File: config.mk
export PLATFORM = sky130hd
export DESIGN_NAME = tt_presched
export DESIGN_NICKNAME = d
export VERILOG_FILES = /design/src/rtl/tt_presched_pkg.sv /design/src/rtl/tt_table.sv /design/src/rtl/tt_lookup_stage.sv /design/src/rtl/tt_resolve_stage.sv /design/src/rtl/tt_presched.sv
export SDC_FILE = /design/constraint.sdc
export NUM_CORES = 2
export LEC_CHECK = 0
export BUFFER_PORTS_ARGS = -buffer_cell sky130_fd_sc_hd__clkbuf_2
export CELL_PAD_IN_SITES_DETAIL_PLACEMENT = 1
export CELL_PAD_IN_SITES_GLOBAL_PLACEMENT = 1
export CORE_ASPECT_RATIO = 1.1
export CORE_MARGIN = 1
export CORE_UTILIZATION = 40
export DETAILED_ROUTE_END_ITERATION = 16
export GPL_ROUTABILITY_DRIVEN = 1
export HOLD_SLACK_MARGIN = 0.1
export PLACE_DENSITY = 0.7
export SETUP_SLACK_MARGIN = 0.2
export SLEW_MARGIN = 20
export SYNTH_ARGS = -nofsm -noshare
export SYNTH_HDL_FRONTEND = slang
export SYNTH_HIERARCHICAL = 1
export SYNTH_SLANG_ARGS = --single-unit
File: constraint.sdc
create_clock -name clk -period 55.9 [get_ports clk]
set_input_delay 16.77 -clock clk [delete_from_list [all_inputs] [get_ports clk]]
set_output_delay 16.77 -clock clk [all_outputs]
set_load 0.01 [all_outputs]
File: src/rtl/tt_presched_pkg.sv
`timescale 1ns/1ps
package tt_presched_pkg;
   localparam int unsigned TT_LANES_DEF = 4;
   localparam int unsigned TT_NREGS_DEF = 32;
   localparam int unsigned TT_TIME_W_DEF = 8;
   localparam int unsigned TT_LAT_W_DEF = 4;
   localparam int unsigned TT_DMAX_DEF = 15;

   // largest relative time a table entry may hold for a counter width
   function automatic int unsigned tt_horizon(int unsigned time_w);
      return (1 << (time_w - 1)) - 1;
   endfunction
endpackage

File: src/rtl/tt_table.sv
`timescale 1ns/1ps
module tt_table
   import tt_presched_pkg::*;
#(
   parameter int unsigned NREGS = TT_NREGS_DEF,
   parameter int unsigned REG_W = 5,
   parameter int unsigned TIME_W = TT_TIME_W_DEF,
   parameter int unsigned LANES = TT_LANES_DEF,
   parameter int unsigned RPORTS = 2 * TT_LANES_DEF
) (
   input  logic                               clk,
   input  logic                               rst_n,
   input  logic                               flush,
   input  logic [RPORTS-1:0][REG_W-1:0]       rd_idx,
   output logic [RPORTS-1:0][TIME_W-1:0]      rd_rel,
   input  logic [LANES-1:0]                   wr_en,
   input  logic [LANES-1:0][REG_W-1:0]        wr_idx,
   input  logic [LANES-1:0][TIME_W-1:0]       wr_rel
);
   localparam logic [TIME_W-1:0] HZN = TIME_W'(tt_horizon(TIME_W));
   localparam logic [TIME_W-1:0] ONE = TIME_W'(1);

   logic [TIME_W-1:0]              now_q;
   logic [NREGS-1:0]               live_q;
   logic [NREGS-1:0][TIME_W-1:0]   stamp_q;

   always_ff @(posedge clk or negedge rst_n) begin
      if (!rst_n) now_q <= '0;
      else        now_q <= now_q + ONE;
   end

   for (genvar e = 0; e < NREGS; e++) begin : g_ent
      logic              hit;
      logic [TIME_W-1:0] hit_rel;

      // the youngest writing lane overrides older ones
      always_comb begin
         hit = 1'b0;
         hit_rel = '0;
         for (int j = 0; j < LANES; j++) begin
            if (wr_en[j] && wr_idx[j] == REG_W'(e)) begin
               hit = 1'b1;
               hit_rel = wr_rel[j];
            end
         end
      end

      always_ff @(posedge clk or negedge rst_n) begin
         if (!rst_n) begin
            live_q[e]  <= 1'b0;
            stamp_q[e] <= '0;
         end else if (flush) begin
            live_q[e]  <= 1'b0;
         end else if (hit) begin
            live_q[e]  <= hit_rel > ONE;
            stamp_q[e] <= now_q + hit_rel;
         end else if (live_q[e] && stamp_q[e] == now_q + ONE) begin
            live_q[e]  <= 1'b0;
         end
      end


      live_window_chk: assert property (@(posedge clk) disable iff (!rst_n)
         live_q[e] |-> ((stamp_q[e] - now_q) != '0 && (stamp_q[e] - now_q) <= HZN));
   end

   always_comb begin
      for (int p = 0; p < RPORTS; p++) begin
         rd_rel[p] = live_q[rd_idx[p]] ? (stamp_q[rd_idx[p]] - now_q) : '0;
      end
   end
endmodule

File: src/rtl/tt_lookup_stage.sv
`timescale 1ns/1ps
module tt_lookup_stage
   import tt_presched_pkg::*;
#(
   parameter int unsigned LANES = TT_LANES_DEF,
   parameter int unsigned REG_W = 5,
   parameter int unsigned TIME_W = TT_TIME_W_DEF,
   parameter int unsigned LAT_W = TT_LAT_W_DEF
) (
   input  logic                               clk,
   input  logic                               rst_n,
   input  logic                               flush,
   input  logic [LANES-1:0]                   in_valid,
   input  logic [LANES-1:0][REG_W-1:0]        in_src_a,
   input  logic [LANES-1:0][REG_W-1:0]        in_src_b,
   input  logic [LANES-1:0][REG_W-1:0]        in_dst,
   input  logic [LANES-1:0][LAT_W-1:0]        in_lat,
   input  logic [LANES-1:0][TIME_W-1:0]       tbl_a,
   input  logic [LANES-1:0][TIME_W-1:0]       tbl_b,
   input  logic [LANES-1:0]                   pend_en,
   input  logic [LANES-1:0][REG_W-1:0]        pend_dst,
   input  logic [LANES-1:0][TIME_W-1:0]       pend_rel,
   output logic [LANES-1:0]                   s_valid,
   output logic [LANES-1:0][REG_W-1:0]        s_src_a,
   output logic [LANES-1:0][REG_W-1:0]        s_src_b,
   output logic [LANES-1:0][REG_W-1:0]        s_dst,
   output logic [LANES-1:0][LAT_W-1:0]        s_lat,
   output logic [LANES-1:0][TIME_W-1:0]       s_rel_a,
   output logic [LANES-1:0][TIME_W-1:0]       s_rel_b
);
   localparam logic [TIME_W-1:0] ONE = TIME_W'(1);

   logic [LANES-1:0][TIME_W-1:0] nxt_a, nxt_b;

   // in-flight group bypass, then rebase to the next cycle
   always_comb begin : bypass_p
      logic [TIME_W-1:0] ra, rb;
      for (int i = 0; i < LANES; i++) begin
         ra = tbl_a[i];
         rb = tbl_b[i];
         for (int j = 0; j < LANES; j++) begin
            if (pend_en[j] && pend_dst[j] == in_src_a[i]) ra = pend_rel[j];
            if (pend_en[j] && pend_dst[j] == in_src_b[i]) rb = pend_rel[j];
         end
         nxt_a[i] = (ra == '0) ? '0 : ra - ONE;
         nxt_b[i] = (rb == '0) ? '0 : rb - ONE;
      end
   end

   always_ff @(posedge clk or negedge rst_n) begin
      if (!rst_n) begin
         s_valid <= '0;
         s_src_a <= '0;
         s_src_b <= '0;
         s_dst   <= '0;
         s_lat   <= '0;
         s_rel_a <= '0;
         s_rel_b <= '0;
      end else begin
         s_valid <= flush ? '0 : in_valid;
         s_src_a <= in_src_a;
         s_src_b <= in_src_b;
         s_dst   <= in_dst;
         s_lat   <= in_lat;
         s_rel_a <= nxt_a;
         s_rel_b <= nxt_b;
      end
   end
endmodule

File: src/rtl/tt_resolve_stage.sv
`timescale 1ns/1ps
module tt_resolve_stage
   import tt_presched_pkg::*;
#(
   parameter int unsigned LANES = TT_LANES_DEF,
   parameter int unsigned REG_W = 5,
   parameter int unsigned TIME_W = TT_TIME_W_DEF,
   parameter int unsigned LAT_W = TT_LAT_W_DEF,
   parameter int unsigned DMAX = TT_DMAX_DEF,
   parameter int unsigned DLY_W = 4
) (
   input  logic                               clk,
   input  logic                               rst_n,
   input  logic [LANES-1:0]                   s_valid,
   input  logic [LANES-1:0][REG_W-1:0]        s_src_a,
   input  logic [LANES-1:0][REG_W-1:0]        s_src_b,
   input  logic [LANES-1:0][REG_W-1:0]        s_dst,
   input  logic [LANES-1:0][LAT_W-1:0]        s_lat,
   input  logic [LANES-1:0][TIME_W-1:0]       s_rel_a,
   input  logic [LANES-1:0][TIME_W-1:0]       s_rel_b,
   output logic [LANES-1:0][DLY_W-1:0]        out_delay,
   output logic [LANES-1:0]                   out_resched,
   output logic [LANES-1:0][TIME_W-1:0]       wr_rel
);
   localparam logic [TIME_W-1:0] HZN  = TIME_W'(tt_horizon(TIME_W));
   localparam logic [TIME_W-1:0] DCAP = TIME_W'(DMAX);

   logic [LANES-1:0][TIME_W-1:0] start, rdy;

   always_comb begin : resolve_p
      logic [TIME_W-1:0] oa, ob;
      logic [TIME_W:0]   sum;
      start = '0;
      rdy = '0;
      out_delay = '0;
      out_resched = '0;
      for (int i = 0; i < LANES; i++) begin
         oa = s_rel_a[i];
         ob = s_rel_b[i];
         // older lanes in ascending order: the youngest match wins
         for (int j = 0; j < LANES; j++) begin
            if (j < i && s_valid[j]) begin
               if (s_dst[j] == s_src_a[i]) oa = rdy[j];
               if (s_dst[j] == s_src_b[i]) ob = rdy[j];
            end
         end
         start[i] = (oa > ob) ? oa : ob;
         sum = {1'b0, start[i]} + (TIME_W+1)'(s_lat[i]);
         rdy[i] = (sum > {1'b0, HZN}) ? HZN : sum[TIME_W-1:0];
         if (s_valid[i]) begin
            out_resched[i] = start[i] > DCAP;
            out_delay[i] = (start[i] > DCAP) ? DLY_W'(DMAX) : start[i][DLY_W-1:0];
         end
      end
      wr_rel = rdy;
   end

   for (genvar i = 0; i < LANES; i++) begin : g_chk

      cap_flag_chk: assert property (@(posedge clk) disable iff (!rst_n)
         out_resched[i] |-> out_delay[i] == DLY_W'(DMAX));
      if (i > 0) begin : g_dep

         prod_order_chk: assert property (@(posedge clk) disable iff (!rst_n)
            (s_valid[i] && s_valid[i-1] && s_src_a[i] == s_dst[i-1])
               |-> start[i] >= rdy[i-1]);
      end
   end
endmodule

File: src/rtl/tt_presched.sv
`timescale 1ns/1ps
module tt_presched
   import tt_presched_pkg::*;
#(
   parameter int unsigned LANES = TT_LANES_DEF,
   parameter int unsigned NREGS = TT_NREGS_DEF,
   parameter int unsigned TIME_W = TT_TIME_W_DEF,
   parameter int unsigned LAT_W = TT_LAT_W_DEF,
   parameter int unsigned DMAX = TT_DMAX_DEF,
   localparam int unsigned REG_W = $clog2(NREGS),
   localparam int unsigned DLY_W = $clog2(DMAX + 1)
) (
   input  logic                               clk,
   input  logic                               rst_n,
   input  logic                               flush,
   input  logic [LANES-1:0]                   in_valid,
   input  logic [LANES-1:0][REG_W-1:0]        in_src_a,
   input  logic [LANES-1:0][REG_W-1:0]        in_src_b,
   input  logic [LANES-1:0][REG_W-1:0]        in_dst,
   input  logic [LANES-1:0][LAT_W-1:0]        in_lat,
   output logic [LANES-1:0]                   out_valid,
   output logic [LANES-1:0][DLY_W-1:0]        out_delay,
   output logic [LANES-1:0]                   out_resched
);
   localparam int unsigned RPORTS = 2 * LANES;

   initial begin
      assert (LANES >= 1) else $error("LANES must be at least 1");
      assert (NREGS == (1 << REG_W)) else $error("NREGS must be a power of two");
      assert (DMAX >= 1 && DMAX < tt_horizon(TIME_W)) else $error("DMAX outside horizon");
      assert (LAT_W < TIME_W) else $error("LAT_W must be below TIME_W");
   end

   logic [RPORTS-1:0][REG_W-1:0]   rd_idx;
   logic [RPORTS-1:0][TIME_W-1:0]  rd_rel;
   logic [LANES-1:0][TIME_W-1:0]   tbl_a, tbl_b;
   logic [LANES-1:0]               s_valid;
   logic [LANES-1:0][REG_W-1:0]    s_src_a, s_src_b, s_dst;
   logic [LANES-1:0][LAT_W-1:0]    s_lat;
   logic [LANES-1:0][TIME_W-1:0]   s_rel_a, s_rel_b, wr_rel;
   logic [LANES-1:0]               wr_en;

   for (genvar i = 0; i < LANES; i++) begin : g_port
      assign rd_idx[i]         = in_src_a[i];
      assign rd_idx[LANES + i] = in_src_b[i];
      assign tbl_a[i]          = rd_rel[i];
      assign tbl_b[i]          = rd_rel[LANES + i];
   end

   assign wr_en = flush ? '0 : s_valid;
   assign out_valid = s_valid;

   tt_table #(
      .NREGS(NREGS), .REG_W(REG_W), .TIME_W(TIME_W), .LANES(LANES), .RPORTS(RPORTS)
   ) u_table (
      .clk(clk), .rst_n(rst_n), .flush(flush),
      .rd_idx(rd_idx), .rd_rel(rd_rel),
      .wr_en(wr_en), .wr_idx(s_dst), .wr_rel(wr_rel)
   );

   tt_lookup_stage #(
      .LANES(LANES), .REG_W(REG_W), .TIME_W(TIME_W), .LAT_W(LAT_W)
   ) u_lookup (
      .clk(clk), .rst_n(rst_n), .flush(flush),
      .in_valid(in_valid), .in_src_a(in_src_a), .in_src_b(in_src_b),
      .in_dst(in_dst), .in_lat(in_lat),
      .tbl_a(tbl_a), .tbl_b(tbl_b),
      .pend_en(wr_en), .pend_dst(s_dst), .pend_rel(wr_rel),
      .s_valid(s_valid), .s_src_a(s_src_a), .s_src_b(s_src_b),
      .s_dst(s_dst), .s_lat(s_lat), .s_rel_a(s_rel_a), .s_rel_b(s_rel_b)
   );

   tt_resolve_stage #(
      .LANES(LANES), .REG_W(REG_W), .TIME_W(TIME_W), .LAT_W(LAT_W),
      .DMAX(DMAX), .DLY_W(DLY_W)
   ) u_resolve (
      .clk(clk), .rst_n(rst_n),
      .s_valid(s_valid), .s_src_a(s_src_a), .s_src_b(s_src_b),
      .s_dst(s_dst), .s_lat(s_lat), .s_rel_a(s_rel_a), .s_rel_b(s_rel_b),
      .out_delay(out_delay), .out_resched(out_resched), .wr_rel(wr_rel)
   );


   valid_follow_chk: assert property (@(posedge clk) disable iff (!rst_n)
      !$past(flush) |-> out_valid == $past(in_valid));

   flush_drop_chk: assert property (@(posedge clk) disable iff (!rst_n)
      $past(flush) |-> out_valid == '0);
endmodule

Word-level counts from Yosys, hierarchy flattened
Index checks and enable logic that the tools add are counted.
Word-level totals
  input bits: 83
  output and inout bits: 24
  flip-flop bits (word level): 430
Cells by class
  multiplexer cells: 478
  add/subtract/negate cells: 53
  bitwise logic cells: 1
  reduce and logical (&&, ||, !) cells: 268
  magnitude comparators: 52
  eq/ne operators: 200
Operators with widths (number)
  $mux 8: 216
  $bmux 8 s5: 8
  $eq 5x5->1 const B: 64
  $add 8x8->8: 32
  $eq 8x8->1: 32
  $gt 8x1->1 const B: 32
  $mux 1: 236
  $eq 5x5->1: 44
  $logic_and 1x1->1: 192
  $eq 5x4->1 const B: 32
  $reduce_bool 3->1: 32
  $eq 5x3->1 const B: 16
  $logic_not 8->1: 8
  $reduce_and 2->1: 32
  $sub 8x1->8 const B: 8
  $sub 8x8->8: 8
  $lt 5x6->1 const B: 8
  $bmux 1 s5: 8
  $eq 5x2->1 const B: 8
  $mux 4: 10
  $add 8x4->9: 4
  $gt 9x7->1 const B: 4
  $gt 8x4->1 const B: 4
  $gt 8x8->1: 4
  4 further kinds: 10

Longest topological paths before layout
  depth in word-level cells: 30
  mapped depth: 91
  depth with buffers taken out: 87

Cells and area by module
The synthesis kept the hierarchy.
Modules (own cells, without submodules)
  tt_table: cells an instance 5739, area each 53503.8 um^2, instances 1
  tt_lookup_stage: cells an instance 1040, area each 9964.6 um^2, instances 1
  tt_resolve_stage: cells an instance 719, area each 5014.8 um^2, instances 1
  tt_presched: cells an instance 4, area each 25.0 um^2, instances 1

Worst setup path after synthesis
Ideal clock, no wire load.
  path kind: register to output
  start: reg u_lookup/s_rel_b[7] (netlist bit)
  end: out out_delay[12] (netlist bit)
  stages on the path, launching flop included: 63
  arrival time: 12708 ps
  slack: 26422 ps
  cell sequence: dfrtp_1 inv_1 ha_1 a21o_1 a31oi_2 nor2_2 nor2_4 mux2_2 ha_1 a21oi_1 o21a_1 or3_1 nor3_2 or4_4 o21a_2 or3_4 inv_1 a21oi_1 (+27 left out) or4_1 buf_6 mux2i_1 nand2_1 o21bai_1 ha_1 nor2b_1 o21a_1 o21ai_0 nand2b_1 a21oi_1 nor2_1 a211oi_1 a21oi_1 clkbuf_1 mux2i_1 o21ai_1 o41a_1
RTL lines
  start: declaration: RTL line tt_lookup_stage.sv:29  | output logic [LANES-1:0][TIME_W-1:0] s_rel_b
  start signal: assignment: RTL line tt_lookup_stage.sv:66  | s_rel_b <= nxt_b;
  end: declaration: RTL line tt_presched.sv:22  | output logic [LANES-1:0][DLY_W-1:0] out_delay,

==> flow_summary.toml <==
[status]
status = "finished, final reports clean"

[sta]
holdWs_ns = 0.482
min_period_ns = 35.60
finalClockSkew_ns = 0.0347
setup_ws_ns = 20.30
slew_violations = 0
rsz0062_at_grt = "no"
setup_violations = 0
timing.setup.tns_ns = 0
hold_viol_final = 0
clock.fmax_mhz = 28.1
tightest_slew_ns = 1.33
max_slew_margin_pct = 10.9
period_share_pct = 63.7

[placement]
dp_hpwl_um = 292000
place_congestion = 1.07
port_buffers = 106
dp_slack_ns = 21.29

[setup_path]
critPathLaunch = "u_lookup/s_rel_b[5]"
r2r-start = "u_lookup/s_rel_b[5]"
critical_path_cell_count = 63
path_max_fanout = 16
cp-end-kind = "primary output"
path_delay_family = "compound AO/OA/AOI/OAI gates"
r2r_cells = 77
slowest_delay_ns = 0.93
crit_arrival_ns = 18.83
start_kind = "register"
path_common_cell = "a21oi_1"
slowest_stage = "clkinv_1"
reg2reg_to = "u_table/stamp_q[135]"
endpoint = "out_delay[12]"
rrSetupSlack_ns = 32.88
crit_required_ns = 39.13
crit_buf_inv = 8
criticalPathCategory = "register to primary output"

[layout]
ff_latch_area_um2 = 10800
drive_gt1_share_pct = 21.0
synthToLayoutAreaGrowth_pct = 5.52
final_cell_mix = "nand2_1, o21ai_0, mux4_2, nor2_1, dfrtp_1"
layout_commonest_cell = "nand2_1"
nNetsFinal = 7487
fillCellCount = 19100
multi_input_area_um2 = 53500

[clocking]
cts_tree = "yes"
cts_num_sinks = 430
ctsHoldBuffers = 0
cts_post_setup_buffers_inserted = 0
insertion_delay_ns = 0.75
ctsHtreeMaxLevel = 2
numCtsBuffers = 58
cts_resized = 0
clockBufferDepth = 3
cts-root-buf = "clkbuf_16"
clk_pin_slew_ns = 0.06

[synthesis]
synthCells = 7492
synth.avg_cell_area_um2 = 9.11
syn_area_um2 = 68300
ys_warn_count = 6

[floorplan]
die_h_um = 435
coreArea_um2 = 169000
dieWidth_um = 396
rows = 158
die_area_um2 = 172000
initial_core_util_pct = 40.4
io_pins = 107

[drt]
wl_per_cell_um = 43.9
via_count = 71700
wl_um = 410000
dr.pass1.iters = 9
drtAntennaViolNets = 0
route.detailed.drc = 0
detail_route.vias_per_cell = 7.67
drt-initial-drc-count = 10900

[global_route]
overflow = 0
grt_max_degree = 81
grt_first_pass_wirelength_um = 564000
grtUsageTotal_pct = 46.6
antenna_found_initial = 59
grt_pass1_vias = 70200

[power_and_ir_drop]
power_frac_comb_pct = 67.2
power_switching_mw = 1.71
ir_drop_mv = 0.139
p_int_uw = 993
pwr-share-clk_pct = 15.8
swShare_pct = 63.3
power.leakage_nw = 28.0
p_seq_share_pct = 17.0
p_per_area_nw_per_um2 = 37.5

[worst_hold_path]
hold_class = "register to register"

[run]
drv_cap = 0
==> tightest hold or removal path, cell delays in order, from the launching register on <==
cell and delay, ns:
dfrtp_1 0.34, nand2_1 0.04, o21ai_0 0.06
==> power groups by stage <==
| stage | clock network (mW) | logic [mW] | registers (mW) |
|---|---|---|---|
| 2_1_floorplan | 0 | 0.829 | 0.360 |
| 3_3_place_gp | 0 | 1.65 | 0.445 |
| 3_5_place_dp | 0 | 1.66 | 0.449 |
| 4_1_cts | 0.429 | 1.66 | 0.443 |
| 5_1_grt | 0.439 | 1.78 | 0.453 |
| 6_report | 0.427 | 1.82 | 0.459 |
==> layer usage <==
| metal | up-vias | GRT usage, % | wire length, um |
|---|---|---|---|
| li1 | 27400 | - | - |
| met4 | 36 | 41.8 | 46900 |
| met1 | 35700 | 51.0 | 133000 |
| met3 | 2229 | 23.7 | 63300 |
| met2 | 6385 | 65.6 | 166000 |
| met5 | - | 0.446 | 453 |
==> metrics by stage <==
step                cell area (um^2)  util, %  std cells  power (mW)
finish                         72000     42.6       9346        2.70
global route                   71900     42.6       9311        2.67
CTS                            71900     42.5       9306        2.54
detailed placement             69800     41.3       9199        2.11
global placement               69800     41.3       9199        2.09
floorplan                      68300        -       7495        1.19
==> state kept, by name (all words and copies together), names as in the netlist <==
name	cells
u_lookup/s_dst	20
u_lookup/s_lat	16
u_lookup/s_rel_a	32
u_lookup/s_rel_b	32
u_lookup/s_src_a	15
u_lookup/s_src_b	15
u_lookup/s_valid	4
u_table/live_q	32
u_table/now_q	8
u_table/stamp_q	256
==> how the worst min path moves through the flow <==
stage / start / end / slack (ns) / depth (start not counted)
6_report: u_table/stamp_q[57] / u_table/stamp_q[57] / 0.48 / 2
5_1_grt: u_table/stamp_q[57] / u_table/stamp_q[57] / 0.54 / 2
4_1_cts: u_table/stamp_q[57] / u_table/stamp_q[57] / 0.49 / 2
3_5_place_dp: u_table/stamp_q[57] / u_table/stamp_q[57] / 0.47 / 2
3_3_place_gp: u_table/stamp_q[111] / u_table/stamp_q[111] / 0.47 / 2
2_1_floorplan: u_table/stamp_q[209] / u_table/stamp_q[209] / 0.57 / 3
==> cell type report <==
type                            instances  area share [%]
Antenna cell                           39           0.135
Multi-Input combinational cell       6062            74.2
Tap cell                             2240            3.89
Inverter                              136           0.709
Timing Repair Buffer                  332            3.21
Clock inverter                         28           0.618
Sequential cell                       430            15.0
Clock buffer                           79            2.27
No activity file was read; power rests on OpenSTA's default activity.
